<file path="src/rtl/secrst_pkg.sv">
package secrst_pkg;

   // Secondary bus mode code, driven as the initialization pattern
   typedef enum logic [2:0] {
      MODE_PCI  = 3'b000,
      MODE_X66  = 3'b001,
      MODE_X100 = 3'b010,
      MODE_X133 = 3'b011
   } bus_mode_e;

   typedef enum logic [2:0] {
      ST_HOLD,
      ST_WAIT,
      ST_SETUP,
      ST_POST,
      ST_DONE
   } seq_state_e;

   // Fixed decode of the capability and 100 MHz select senses
   function automatic bus_mode_e decode_mode(input logic [1:0] cap, input logic sel100);
      if (cap[1])
         return sel100 ? MODE_X100 : MODE_X133;
      else if (cap[0])
         return MODE_X66;
      else
         return MODE_PCI;
   endfunction

   // Only the fastest PCI-X mode gets point-to-point drivers
   function automatic logic wants_p2p(input logic [2:0] code);
      return code == MODE_X133;
   endfunction

endpackage

</file>
<file path="src/rtl/secrst_sync.sv">
module secrst_sync #(
   parameter int W      = 1,
   parameter int STAGES = 2
) (
   input  logic         clk,
   input  logic         rst_n,
   input  logic [W-1:0] d,
   output logic [W-1:0] q
);

   logic [STAGES-1:0][W-1:0] chain;

   always_ff @(posedge clk or negedge rst_n) begin
      if (!rst_n)
         chain <= '0;
      else
         chain <= {chain[STAGES-2:0], d};
   end

   assign q = chain[STAGES-1];

endmodule

</file>
<file path="src/rtl/secrst_fsm.sv">
module secrst_fsm
   import secrst_pkg::*;
#(
   parameter int PRE_CLKS    = 4,
   parameter int POST_CLKS   = 4,
   parameter bit REPORT_DROP = 1'b1
) (
   input  logic       clk,
   input  logic       rst_n,
   input  logic       hold_req,
   input  logic       stable_s,
   input  logic [1:0] cap_s,
   input  logic       sel_s,
   output logic       sec_rst_n,
   output logic       pat_oe,
   output logic       cap_drv_en,
   output logic       release_pulse,
   output bus_mode_e  mode,
   output logic       drop_err
);

   localparam int CNT_MAX = (PRE_CLKS > POST_CLKS) ? PRE_CLKS : POST_CLKS;
   localparam int CNT_W   = $clog2(CNT_MAX + 1);
   localparam logic [CNT_W-1:0] PRE_LAST  = CNT_W'(PRE_CLKS - 1);
   localparam logic [CNT_W-1:0] POST_LAST = CNT_W'(POST_CLKS - 1);

   seq_state_e       state;
   logic [CNT_W-1:0] cnt;

   always_ff @(posedge clk or negedge rst_n) begin
      if (!rst_n) begin
         state <= ST_HOLD;
         cnt   <= '0;
         mode  <= MODE_PCI;
      end else if (hold_req) begin
         state <= ST_HOLD;
         cnt   <= '0;
      end else begin
         unique case (state)
            ST_HOLD: state <= ST_WAIT;
            ST_WAIT: begin
               if (stable_s) begin
                  state <= ST_SETUP;
                  cnt   <= '0;
                  mode  <= decode_mode(cap_s, sel_s);
               end
            end
            ST_SETUP: begin
               if (cnt == PRE_LAST) begin
                  state <= ST_POST;
                  cnt   <= '0;
               end else begin
                  cnt <= cnt + 1'b1;
               end
            end
            ST_POST: begin
               if (cnt == POST_LAST) begin
                  state <= ST_DONE;
                  cnt   <= '0;
               end else begin
                  cnt <= cnt + 1'b1;
               end
            end
            ST_DONE: state <= ST_DONE;
            default: state <= ST_HOLD;
         endcase
      end
   end

   assign sec_rst_n     = (state == ST_POST) || (state == ST_DONE);
   assign pat_oe        = (state == ST_SETUP) || (state == ST_POST);
   assign cap_drv_en    = (state == ST_SETUP);
   assign release_pulse = (state == ST_SETUP) && (cnt == PRE_LAST) && !hold_req;

   generate
      if (REPORT_DROP) begin : g_drop_flag
         logic err_q;
         always_ff @(posedge clk or negedge rst_n) begin
            if (!rst_n)
               err_q <= 1'b0;
            else if (state == ST_HOLD)
               err_q <= 1'b0;
            else if ((state == ST_SETUP) && !stable_s)
               err_q <= 1'b1;
         end
         assign drop_err = err_q;
      end else begin : g_drop_ignore
         assign drop_err = 1'b0;
      end
   endgenerate

endmodule

</file>
<file path="src/rtl/secrst_imp.sv">
module secrst_imp
   import secrst_pkg::*;
(
   input  logic       clk,
   input  logic       rst_n,
   input  logic [2:0] pri_pat,
   input  logic       sec_release,
   input  logic [2:0] sec_mode,
   output logic       pri_p2p,
   output logic       sec_p2p
);

   logic pri_taken;

   always_ff @(posedge clk or negedge rst_n) begin
      if (!rst_n) begin
         pri_taken <= 1'b0;
         pri_p2p   <= 1'b0;
         sec_p2p   <= 1'b0;
      end else begin
         if (!pri_taken) begin
            pri_taken <= 1'b1;
            pri_p2p   <= wants_p2p(pri_pat);
         end
         if (sec_release)
            sec_p2p <= wants_p2p(sec_mode);
      end
   end

endmodule

</file>
<file path="src/rtl/secrst_seq.sv">
module secrst_seq
   import secrst_pkg::*;
#(
   parameter int SYNC_STAGES = 2,
   parameter int PRE_CLKS    = 4,
   parameter int POST_CLKS   = 4,
   parameter bit REPORT_DROP = 1'b1
) (
   input  logic       clk,
   input  logic       pri_rst_n,
   input  logic       sec_rst_ctl,
   input  logic       clk_stable,
   input  logic       sel100_sense,
   input  logic [1:0] cap_sense,
   input  logic [2:0] pri_pat,
   output logic       sec_rst_n,
   output logic [2:0] init_pat,
   output logic       pat_oe,
   output logic       cap_drv_en,
   output logic       pri_drv_p2p,
   output logic       sec_drv_p2p,
   output logic       stable_drop_err
);

   localparam int SENSE_W = 4;

   generate
      if (SYNC_STAGES < 2) begin : g_bad_sync
         $error("SYNC_STAGES must be at least 2");
      end
      if (PRE_CLKS < 1) begin : g_bad_pre
         $error("PRE_CLKS must be at least 1");
      end
      if (POST_CLKS < 1) begin : g_bad_post
         $error("POST_CLKS must be at least 1");
      end
   endgenerate

   logic [SENSE_W-1:0] sense_raw, sense_s;
   logic               release_pulse;
   bus_mode_e          mode;

   assign sense_raw = {cap_sense, sel100_sense, clk_stable};

   secrst_sync #(.W(SENSE_W), .STAGES(SYNC_STAGES)) sync_i (
      .clk   (clk),
      .rst_n (pri_rst_n),
      .d     (sense_raw),
      .q     (sense_s)
   );

   secrst_fsm #(
      .PRE_CLKS    (PRE_CLKS),
      .POST_CLKS   (POST_CLKS),
      .REPORT_DROP (REPORT_DROP)
   ) fsm_i (
      .clk           (clk),
      .rst_n         (pri_rst_n),
      .hold_req      (sec_rst_ctl),
      .stable_s      (sense_s[0]),
      .cap_s         (sense_s[3:2]),
      .sel_s         (sense_s[1]),
      .sec_rst_n     (sec_rst_n),
      .pat_oe        (pat_oe),
      .cap_drv_en    (cap_drv_en),
      .release_pulse (release_pulse),
      .mode          (mode),
      .drop_err      (stable_drop_err)
   );

   secrst_imp imp_i (
      .clk         (clk),
      .rst_n       (pri_rst_n),
      .pri_pat     (pri_pat),
      .sec_release (release_pulse),
      .sec_mode    (mode),
      .pri_p2p     (pri_drv_p2p),
      .sec_p2p     (sec_drv_p2p)
   );

   assign init_pat = pat_oe ? mode : 3'b000;

endmodule


</file>
<file path="config.mk">
export PLATFORM = sky130hd
export DESIGN_NAME = secrst_seq
export DESIGN_NICKNAME = d
export VERILOG_FILES = /design/src/rtl/secrst_pkg.sv /design/src/rtl/secrst_sync.sv /design/src/rtl/secrst_fsm.sv /design/src/rtl/secrst_imp.sv /design/src/rtl/secrst_seq.sv
export SDC_FILE = /design/constraint.sdc
export NUM_CORES = 1
export LEC_CHECK = 0
export BUFFER_PORTS_ARGS = -buffer_cell sky130_fd_sc_hd__buf_2
export CAP_MARGIN = 15
export CELL_PAD_IN_SITES_DETAIL_PLACEMENT = 1
export CELL_PAD_IN_SITES_GLOBAL_PLACEMENT = 1
export CORE_ASPECT_RATIO = 1.5
export CORE_MARGIN = 3
export CORE_UTILIZATION = 40
export CTS_BUF_LIST = sky130_fd_sc_hd__clkbuf_4 sky130_fd_sc_hd__clkbuf_8 sky130_fd_sc_hd__clkbuf_16
export DETAILED_ROUTE_END_ITERATION = 8
export HOLD_SLACK_MARGIN = 0.1
export PLACE_DENSITY_LB_ADDON = 0.3
export SYNTH_ARGS = -nofsm -noshare
export SYNTH_HDL_FRONTEND = slang
export SYNTH_HIERARCHICAL = 1
export SYNTH_SLANG_ARGS = --single-unit
</file>
<file path="constraint.sdc">
create_clock -name clk -period 2.3 [get_ports clk]
set_clock_uncertainty 0.2 [all_clocks]
set_input_delay 0.23 -clock clk [delete_from_list [all_inputs] [get_ports clk]]
set_output_delay 0.23 -clock clk [all_outputs]
set_load 0.02 [all_outputs]
</file>
==> results of run 1 <==
==> per-stage QoR <==
step,cells,setup WS [ns]
2_1_floorplan,74,0.765
3_3_place_gp,106,0.690
3_5_place_dp,106,0.679
4_1_cts,117,0.330
5_1_grt,117,0.197
6_report,117,0.341
==> cells by family (layout without fill, tap and decap cells) <==
kind of cell,Yosys count,after routing,synth area share
other,2,2,0.00850
and+or+nand+nor,25,25,0.194
AOI/OAI and AO/OA,10,10,0.0822
DFF,20,20,0.567
buffers and inverters,12,33,0.0779
muxes,4,4,0.0567
adders and majority gates,1,1,0.0142
==> sequential cells by signal, indices dropped and copies added (netlist names) <==
| name | flops |
|---|---|
| fsm_i/cnt | 3 |
| imp_i/sec_p2p | 1 |
| fsm_i/drop_err | 1 |
| fsm_i/state | 3 |
| imp_i/pri_p2p | 1 |
| sync_i/q | 4 |
| sync_i/chain | 4 |
| imp_i/pri_taken | 1 |
| fsm_i/mode | 2 |
==> metal layers <==
layer,part of all wire,GRT usage
met1,0.38,0.158
met2,0.54,0.243
met3,0.059,0.0257
met4,0.026,0.0906
met5,0,0
==> cell usage in the layout (no fill, tap or decap), types with 2 or more instances in the layout <==
cell type,synthesis,layout
mux2_4,2,2
nand2_1,4,4
nor3b_1,2,2
nor3_1,2,2
mux2i_1,2,2
nor2_1,5,5
clkbuf_4,0,3
o21ai_0,2,2
a21oi_1,3,3
conb_1,2,2
nand2b_1,2,2
dfrtp_1,20,20
inv_1,5,5
o2bb2ai_1,2,2
dlygate4sd3_1,0,8
buf_2,1,17
and2_1,3,3
==> final cells by class <==
class,count,area (sq um),area share
tap,22,27.5,0.0263
timing repair buffer,25,165,0.158
sequential,20,500,0.477
clock buffer,3,22.5,0.0215
multi-input combinational,42,314,0.300
inverter,5,18.8,0.0179
==> cell usage after synthesis (all sizes together), types with 2 or more instances <==
cell,n,area (sq um)
o2bb2ai,2,17.5
dfrtp,20,500
nor3,2,10.0
nor3b,3,33.8
inv,5,18.8
mux2i,2,20.0
mux2,2,30.0
and2,3,18.8
o21ai,2,10.0
buf,7,50.0
a21oi,3,15.0
conb,2,7.51
nand2b,2,12.5
nor2,5,18.8
nand2,4,15.0
==> worst paths after layout <==
path                                             from                    endpoint  slack [ns]  depth (start not counted)
hold reg to reg             sync_i/chain[0]$_DFF_PN0_       sync_i/q[0]$_DFF_PN0_        0.16                          0
setup reg to reg             fsm_i/cnt[0]$_DFFE_PN0P_  fsm_i/state[0]$_DFFE_PN0P_        0.67                          4
min in group asynchronous                   pri_rst_n   fsm_i/mode[1]$_DFFE_PN0P_        0.19                          2
hold / removal              sync_i/chain[0]$_DFF_PN0_       sync_i/q[0]$_DFF_PN0_        0.16                          0
setup / recovery           fsm_i/state[2]$_DFFE_PN0P_                   sec_rst_n        0.34                          4
max in group asynchronous                   pri_rst_n  fsm_i/drop_err$_DFFE_PN0P_        1.41                          2
==> power by group through the flow <==
stage	clock (mW)	sequential, mW	combinational (mW)
2_1_floorplan	0	0.463	0.244
3_3_place_gp	0	0.487	0.285
4_1_cts	0.174	0.484	0.307
3_5_place_dp	0	0.492	0.295
6_report	0.160	0.481	0.302
5_1_grt	0.192	0.494	0.332
==> timing repair <==
action	4_1_cts	5_1_grt
setup buffers	0	0
setup endpoints to repair	0	0
hold buffers	8	0
gates resized for setup	0	0
hold endpoints to repair	27	0
==> reports/metrics.yaml, run 1 <==
hold_class: "flip-flop to flip-flop"
p_clk_frac: 0.170
drive_above_1_share: 0.295
cts_max_level: 1
synth_edf_count: 0
p_sw_mw: 0.321
yosysWarningCount: 6
max_stage_delay_ns: 0.50
worst-path-buf-inv: 2
wirelength_mm: 1.61
port_buffers: 17
syn_area_sq_um: 883
syn_area_per_cell_sq_um: 11.9
finalHoldViolCount: 0
route.vias.total: 595
p_comb_frac: 0.320
grt_pass1_vias: 656
firstDrtPassIters: 3
drtIter0Drc: 5
crit_type: "flip-flop to output port"
rsz0062_at_grt: "false"
dieArea_sq_mm: 0.00282
fillerInstances: 230
fin_util: 0.511
maxSlewViolCount: 0
grt_max_degree: 21
worstSetupStartpointType: "flip-flop"
cts_root_buf: "clkbuf_4"
setup_violations: 0
drc: 0
slowest_stage: "dfrtp_1"
crit_required_ns: 1.87
holdWs_ns: 0.158
cp_top_family: "flip-flops"
status: "complete, no violations"
critPathCaptureType: "output port"
grt.total_usage: 0.144
synth_nets: 85
maxCapViolCount: 0
cts_tree: "built"
p_sw_frac: 0.340
finalPower_mw: 0.943
antenna_found_initial: 0
grt_pass1_wl_mm: 2.92
fmax_mhz: 510
start_util: 0.430
powerDensity_mw_per_mm2: 900
crit_fanout: 9
crit_chain: "and2b_2 -> a21oi_1 -> inv_1 -> buf_2"
rows: 20
cts.sinks: 20
die_height_um: 63.6
leakage_nw: 0.544
cts_buffers: 3
overflow: 0
internal-power_mw: 0.622
yosysSeqAreaShare: 0.567
irDropWorstVdd_v: 0.000459
final.period_utilization: 0.852
clock_path_buffers: 2
place_congestion: 0.667
viasPerCell: 5.09
place_area_sq_um: 946
min_period_ns: 1.96
synth-seq-cells: 20
synth_flop_cell: "dfrtp_1"
clk_latency_ns: 0.29
wire_per_inst_um: 13.7
area_growth_pct: 18.7
fin_setup_tns_ns: 0
yosysUniqueCellTypes: 27
dp_hpwl_mm: 1.18
seqPwrFrac: 0.510
final_antenna_net_count: 0
finalInstanceArea_sq_mm: 0.00105
num_antenna_cells: 0
coreArea_sq_mm: 0.00205
die_w_um: 44.4
synthesis.instances: 74
cp.arrival_ns: 1.53
clkTransAtPathRegs_ns: 0.10
final_nets: 108
ys_async_sr_fraction: 1.00
ios: 19
(Power assumes the default switching activity.)
==> inputs of run 2 (changes only) <==
clock period = 2.1 ns   (was 2.3 ns; I/O delays follow)
==> run 2 against run 1 <==
Net effect: cell area is the same; setup slack worse by 0.13 ns; final cell count unchanged; clock power rose by 6%; global-route usage decreased by 0.56 points; utilization unchanged; wire length down 5.4%; power rose by 9.2%; first-iteration DRC count increased to 2.8 times the previous value; sequential share of layout area unchanged.
==> reports/metrics.yaml, run 2 (synthesis gave the netlist of run 1 again) <==
status: "complete, no violations"  # unchanged
cts_buffers: 3  # unchanged
rows: 20  # unchanged
overflow: 0  # unchanged
cp_top_family: "flip-flops"  # unchanged
hold_class: "flip-flop to flip-flop"  # unchanged
dieArea_sq_mm: 0.00282  # unchanged
slowest_stage: "dfrtp_1"  # unchanged
worstSetupStartpointType: "flip-flop"  # unchanged
finalHoldViolCount: 0  # unchanged
crit_chain: "and2b_2 -> a21oi_1 -> inv_1 -> buf_2"  # unchanged
coreArea_sq_mm: 0.00205  # unchanged
final_cell_mix: "dfrtp_1, buf_2, dlygate4sd3_1, inv_1, nor2_1"  # unchanged
ios: 19  # unchanged
r2r_cells: 3  # was 4
die_w_um: 44.4  # unchanged
min_period_ns: 1.89
die_height_um: 63.6  # unchanged
postCtsSetupBuffers: 0  # unchanged
cts_max_level: 1  # unchanged
cts.sinks: 20  # unchanged
drive_above_1_share: 0.295  # unchanged
powerDensity_mw_per_mm2: 983  # was 900 mW/mm^2
crit_type: "flip-flop to output port"  # unchanged
fmax_mhz: 529
num_antenna_cells: 0  # unchanged
min_path_cells: 0  # unchanged
grt_max_degree: 21  # unchanged
wire_per_inst_um: 13.0  # was 13.7 um
wirelength_mm: 1.52  # was 1.61 mm
drc: 0  # unchanged
leakage_nw: 0.544  # unchanged
antenna_found_initial: 0  # unchanged
critPathCaptureType: "output port"  # unchanged
cp.arrival_ns: 1.48  # was 1.53 ns
final_antenna_net_count: 0  # unchanged
max_stage_delay_ns: 0.49  # was 0.50 ns
port_buffers: 17  # unchanged
start_util: 0.430  # unchanged
final.period_utilization: 0.900
drtIter0Drc: 14  # was 5
final_nets: 108  # unchanged
crit_fanout: 9  # unchanged
cts_resized: 0  # unchanged
grt_pass1_wl_mm: 2.90  # was 2.92 mm
cts_root_buf: "clkbuf_4"  # unchanged
setup_violations: 0  # unchanged
irDropWorstVdd_v: 0.000462  # was 0.000459 V
place_congestion: 0.704  # was 0.667
grt_pass1_vias: 664  # was 656
cp_num_cells: 4  # unchanged
maxSlewViolCount: 0  # unchanged
finalPower_mw: 1.03  # was 0.943 mW
fin_setup_tns_ns: 0  # unchanged
cts_tree: "built"  # unchanged
viasPerCell: 5.06  # was 5.09
multi_input_area_sq_um: 314  # unchanged
firstDrtPassIters: 2  # was 3
crit_required_ns: 1.69  # was 1.87 ns
grt.total_usage: 0.138  # was 0.144
worst-path-buf-inv: 2  # unchanged
clkTransAtPathRegs_ns: 0.10  # about the same
area_growth_pct: 18.7  # unchanged
rsz0062_at_grt: "false"  # unchanged
clock_path_buffers: 2  # unchanged
clk_latency_ns: 0.29  # about the same
maxCapViolCount: 0  # unchanged
route.vias.total: 592  # was 595
dp_hpwl_mm: 1.16  # was 1.18 mm
layout_commonest_cell: "dfrtp_1"  # unchanged
ctsHoldBuffers: 8  # unchanged
ff_latch_area_sq_um: 500  # unchanged
fillerInstances: 235  # was 230
==> run 2: through the flow <==
| step | util | instance area, sq um | setup slack [ns] | instances | hold slack (ns) |
|---|---|---|---|---|---|
| 2_1_floorplan | - | 883 | 0.565 | 74 | -0.286 |
| 3_3_place_gp | 0.461 | 946 | 0.490 | 106 | -0.0260 |
| 3_5_place_dp | 0.461 | 946 | 0.470 | 106 | -0.0212 |
| 4_1_cts | 0.511 | 1050 | 0.183 | 117 | 0.161 |
| 5_1_grt | 0.511 | 1050 | 0.0625 | 117 | 0.168 |
| 6_report | 0.511 | 1050 | 0.209 | 117 | 0.160 |
==> run 2: final timing paths <==
| path | start | to | slack (ns) |
|---|---|---|---|
| setup / recovery | fsm_i/state[2]$_DFFE_PN0P_ | sec_rst_n | 0.21 |
| hold / removal | sync_i/chain[3]$_DFF_PN0_ | sync_i/q[3]$_DFF_PN0_ | 0.16 |
| setup reg to reg | fsm_i/state[1]$_DFFE_PN0P_ | fsm_i/mode[1]$_DFFE_PN0P_ | 0.46 |
| hold reg to reg | sync_i/chain[3]$_DFF_PN0_ | sync_i/q[3]$_DFF_PN0_ | 0.16 |
| max in group asynchronous | pri_rst_n | sync_i/q[3]$_DFF_PN0_ | 1.20 |
| min in group asynchronous | pri_rst_n | imp_i/sec_p2p$_DFFE_PN0P_ | 0.19 |
==> run 2: layout make-up <==
cell class / instances / share of cell area
Tap cell: 22 / 0.0263
Inverter: 5 / 0.0179
Timing Repair Buffer: 25 / 0.158
Multi-Input combinational cell: 42 / 0.300
Sequential cell: 20 / 0.477
Clock buffer: 3 / 0.0215
==> run 2: power by group <==
part | switching (mW) | internal, mW
Combinational | 0.167 | 0.163
Sequential | 0.0783 | 0.452
Clock | 0.104 | 0.0666
Total | 0.349 | 0.681
==> run 2: routing by layer <==
| metal | vias up | global-route usage | part of all wire |
|---|---|---|---|
| li1 | 278 | - | - |
| met5 | - | 0 | 0 |
| met1 | 295 | 0.149 | 0.38 |
| met4 | 0 | 0.0792 | 0.013 |
| met3 | 2 | 0.0229 | 0.065 |
| met2 | 17 | 0.241 | 0.54 |
==> inputs of run 3 (changes only) <==
CAP_MARGIN = 20   (was 15)
GPL_TIMING_DRIVEN = 0   (was unset)
==> run 3 against run 2 <==
Net effect: sequential cell count is the same; largest cell class unchanged; critical endpoint unchanged; cell area increased by 6.4%; clock power rose by 26%.
==> reports/metrics.yaml, run 3 (synthesis gave the netlist of run 1 again) <==
status: "complete, no violations"  # unchanged
multi_input_area_sq_um: 318  # was 314 sq um
die_w_um: 44.4  # unchanged
irDropWorstVdd_v: 0.000439  # was 0.000462 V
critPathCaptureType: "output port"  # unchanged
cts_max_level: 1  # unchanged
crit_chain: "buf_2 -> and2b_2 -> a21oi_2 -> inv_1 -> buf_2"  # was and2b_2 -> a21oi_1 -> inv_1 -> buf_2
finalHoldViolCount: 0  # unchanged
max_stage_delay_ns: 0.33  # was 0.49 ns
maxSlewViolCount: 0  # unchanged
cp.arrival_ns: 1.47  # was 1.48 ns
cts.sinks: 20  # unchanged
antenna_found_initial: 0  # unchanged
rows: 20  # unchanged
grt_pass1_wl_mm: 2.91  # was 2.90 mm
port_buffers: 17  # unchanged
ff_latch_area_sq_um: 500  # unchanged
dieArea_sq_mm: 0.00282  # unchanged
grt.total_usage: 0.135  # was 0.138
clock_path_buffers: 2  # unchanged
final.period_utilization: 0.895  # was 0.900
ios: 19  # unchanged
final_cell_mix: "dfrtp_1, buf_2, dlygate4sd3_1, buf_4"  # was dfrtp_1, buf_2, dlygate4sd3_1, inv_1, nor2_1
coreArea_sq_mm: 0.00205  # unchanged
holdWs_ns: 0.158  # was 0.160 ns
die_height_um: 63.6  # unchanged
grt_pass1_vias: 710  # was 664
grt_max_degree: 21  # unchanged
overflow: 0  # unchanged
slowest_stage: "dfrtp_1"  # unchanged
clkTransAtPathRegs_ns: 0.10  # about the same
dp_slack_ns: 0.466  # was 0.470 ns
dp_hpwl_mm: 1.11  # was 1.16 mm
leakage_nw: 0.587  # was 0.544 nW
wire_per_inst_um: 12.4  # was 13.0 um
cp_top_family: "buffers and inverters"  # was flip-flops
maxCapViolCount: 0  # unchanged
cts_tree: "built"  # unchanged
fmax_mhz: 532  # was 529 MHz
viasPerCell: 4.98  # was 5.06
firstDrtPassIters: 3  # was 2
clk_latency_ns: 0.29  # about the same
r2r_cells: 4  # was 3
drc: 0  # unchanged
worst-path-buf-inv: 3  # was 2
final_antenna_net_count: 0  # unchanged
num_antenna_cells: 0  # unchanged
crit_type: "flip-flop to output port"  # unchanged
crit_fanout: 9  # unchanged
min_path_cells: 0  # unchanged
worstSetupStartpointType: "flip-flop"  # unchanged
route.vias.total: 623  # was 592
rsz0062_at_grt: "false"  # unchanged
postCtsSetupBuffers: 0  # unchanged
drtIter0Drc: 14  # unchanged
fin_ws_ns: 0.221  # was 0.209 ns
cts_root_buf: "clkbuf_4"  # unchanged
fin_setup_tns_ns: 0  # unchanged
min_period_ns: 1.88  # was 1.89 ns
wirelength_mm: 1.55  # was 1.52 mm
final_nets: 115  # was 108
cp_num_cells: 5  # was 4
setup_violations: 0  # unchanged
crit_path_frequent_cell: "buf_2"
powerDensity_mw_per_mm2: 982  # was 983 mW/mm^2
drive_above_1_share: 0.359  # was 0.295
place_congestion: 0.654  # was 0.704
crit_required_ns: 1.69  # about the same
start_util: 0.430  # unchanged
fillerInstances: 233  # was 235
area_growth_pct: 26.3  # was 18.7%
hold_class: "flip-flop to flip-flop"  # unchanged
layout_commonest_cell: "dfrtp_1"  # unchanged
cts_buffers: 3  # unchanged
## run 3: cell types whose count changed in the layout (fill, tap and decap cells not counted)
| cell | change |
|---|---|
| a21oi_1 | -1 |
| a21oi_2 | +1 |
| buf_2 | +1 |
| buf_4 | +6 |
| clkbuf_8 | +1 |
## run 3: power breakdown
part           internal, mW  leakage (nW)  switching (mW)
clock network         0.106        0.0210           0.109
registers             0.452         0.244          0.0468
logic                 0.183         0.322           0.200
total                 0.740         0.587           0.356
## run 3: worst register-to-register path: stages (launching register included)
cell	delay, ns
dfrtp_1	0.37
buf_2	0.17
and2b_2	0.29
nor3b_4	0.33
mux2i_1	0.23
## run 3: cell type report
type / count / area share
sequential: 20 / 0.448
multi-input combinational: 42 / 0.285
timing repair buffer: 25 / 0.148
buffer: 7 / 0.0448
clock buffer: 4 / 0.0325
tap: 22 / 0.0247
inverter: 5 / 0.0168
## run 3: stage by stage
step / std cells / instance area [sq um] / power (mW) / utilization
after global routing: 125 / 1120 / 1.18 / 0.544
final: 125 / 1120 / 1.10 / 0.544
after global placement: 113 / 996 / 0.866 / 0.485
after CTS: 125 / 1110 / 1.11 / 0.542
after floorplan: 74 / 883 / 0.774 / -
after detailed placement: 113 / 996 / 0.879 / 0.485
## run 3: what timing repair did
item,4_1_cts,5_1_grt
endpoints found under the setup margin,0,1
hold buffers,8,0
resized for setup,0,1
hold endpoints to repair,29,0
## run 3: final timing paths
path                                            startpoint                          to  slack [ns]
worst min register to register   sync_i/chain[1]$_DFF_PN0_       sync_i/q[1]$_DFF_PN0_        0.16
min in group asynchronous                        pri_rst_n   imp_i/pri_taken$_DFF_PN0_        0.18
worst min-delay path             sync_i/chain[1]$_DFF_PN0_       sync_i/q[1]$_DFF_PN0_        0.16
worst max register to register  fsm_i/state[2]$_DFFE_PN0P_  fsm_i/state[0]$_DFFE_PN0P_        0.46
max in group asynchronous                        pri_rst_n    fsm_i/cnt[2]$_DFFE_PN0P_        1.21
worst max-delay path            fsm_i/state[2]$_DFFE_PN0P_                   sec_rst_n        0.22
## run 3: layer usage
metal	GRT usage	part of all wire	up-vias
li1	-	-	297
met1	0.149	0.40	307
met2	0.237	0.53	17
met3	0.0229	0.058	2
met4	0.0679	0.013	0
met5	0	0	-
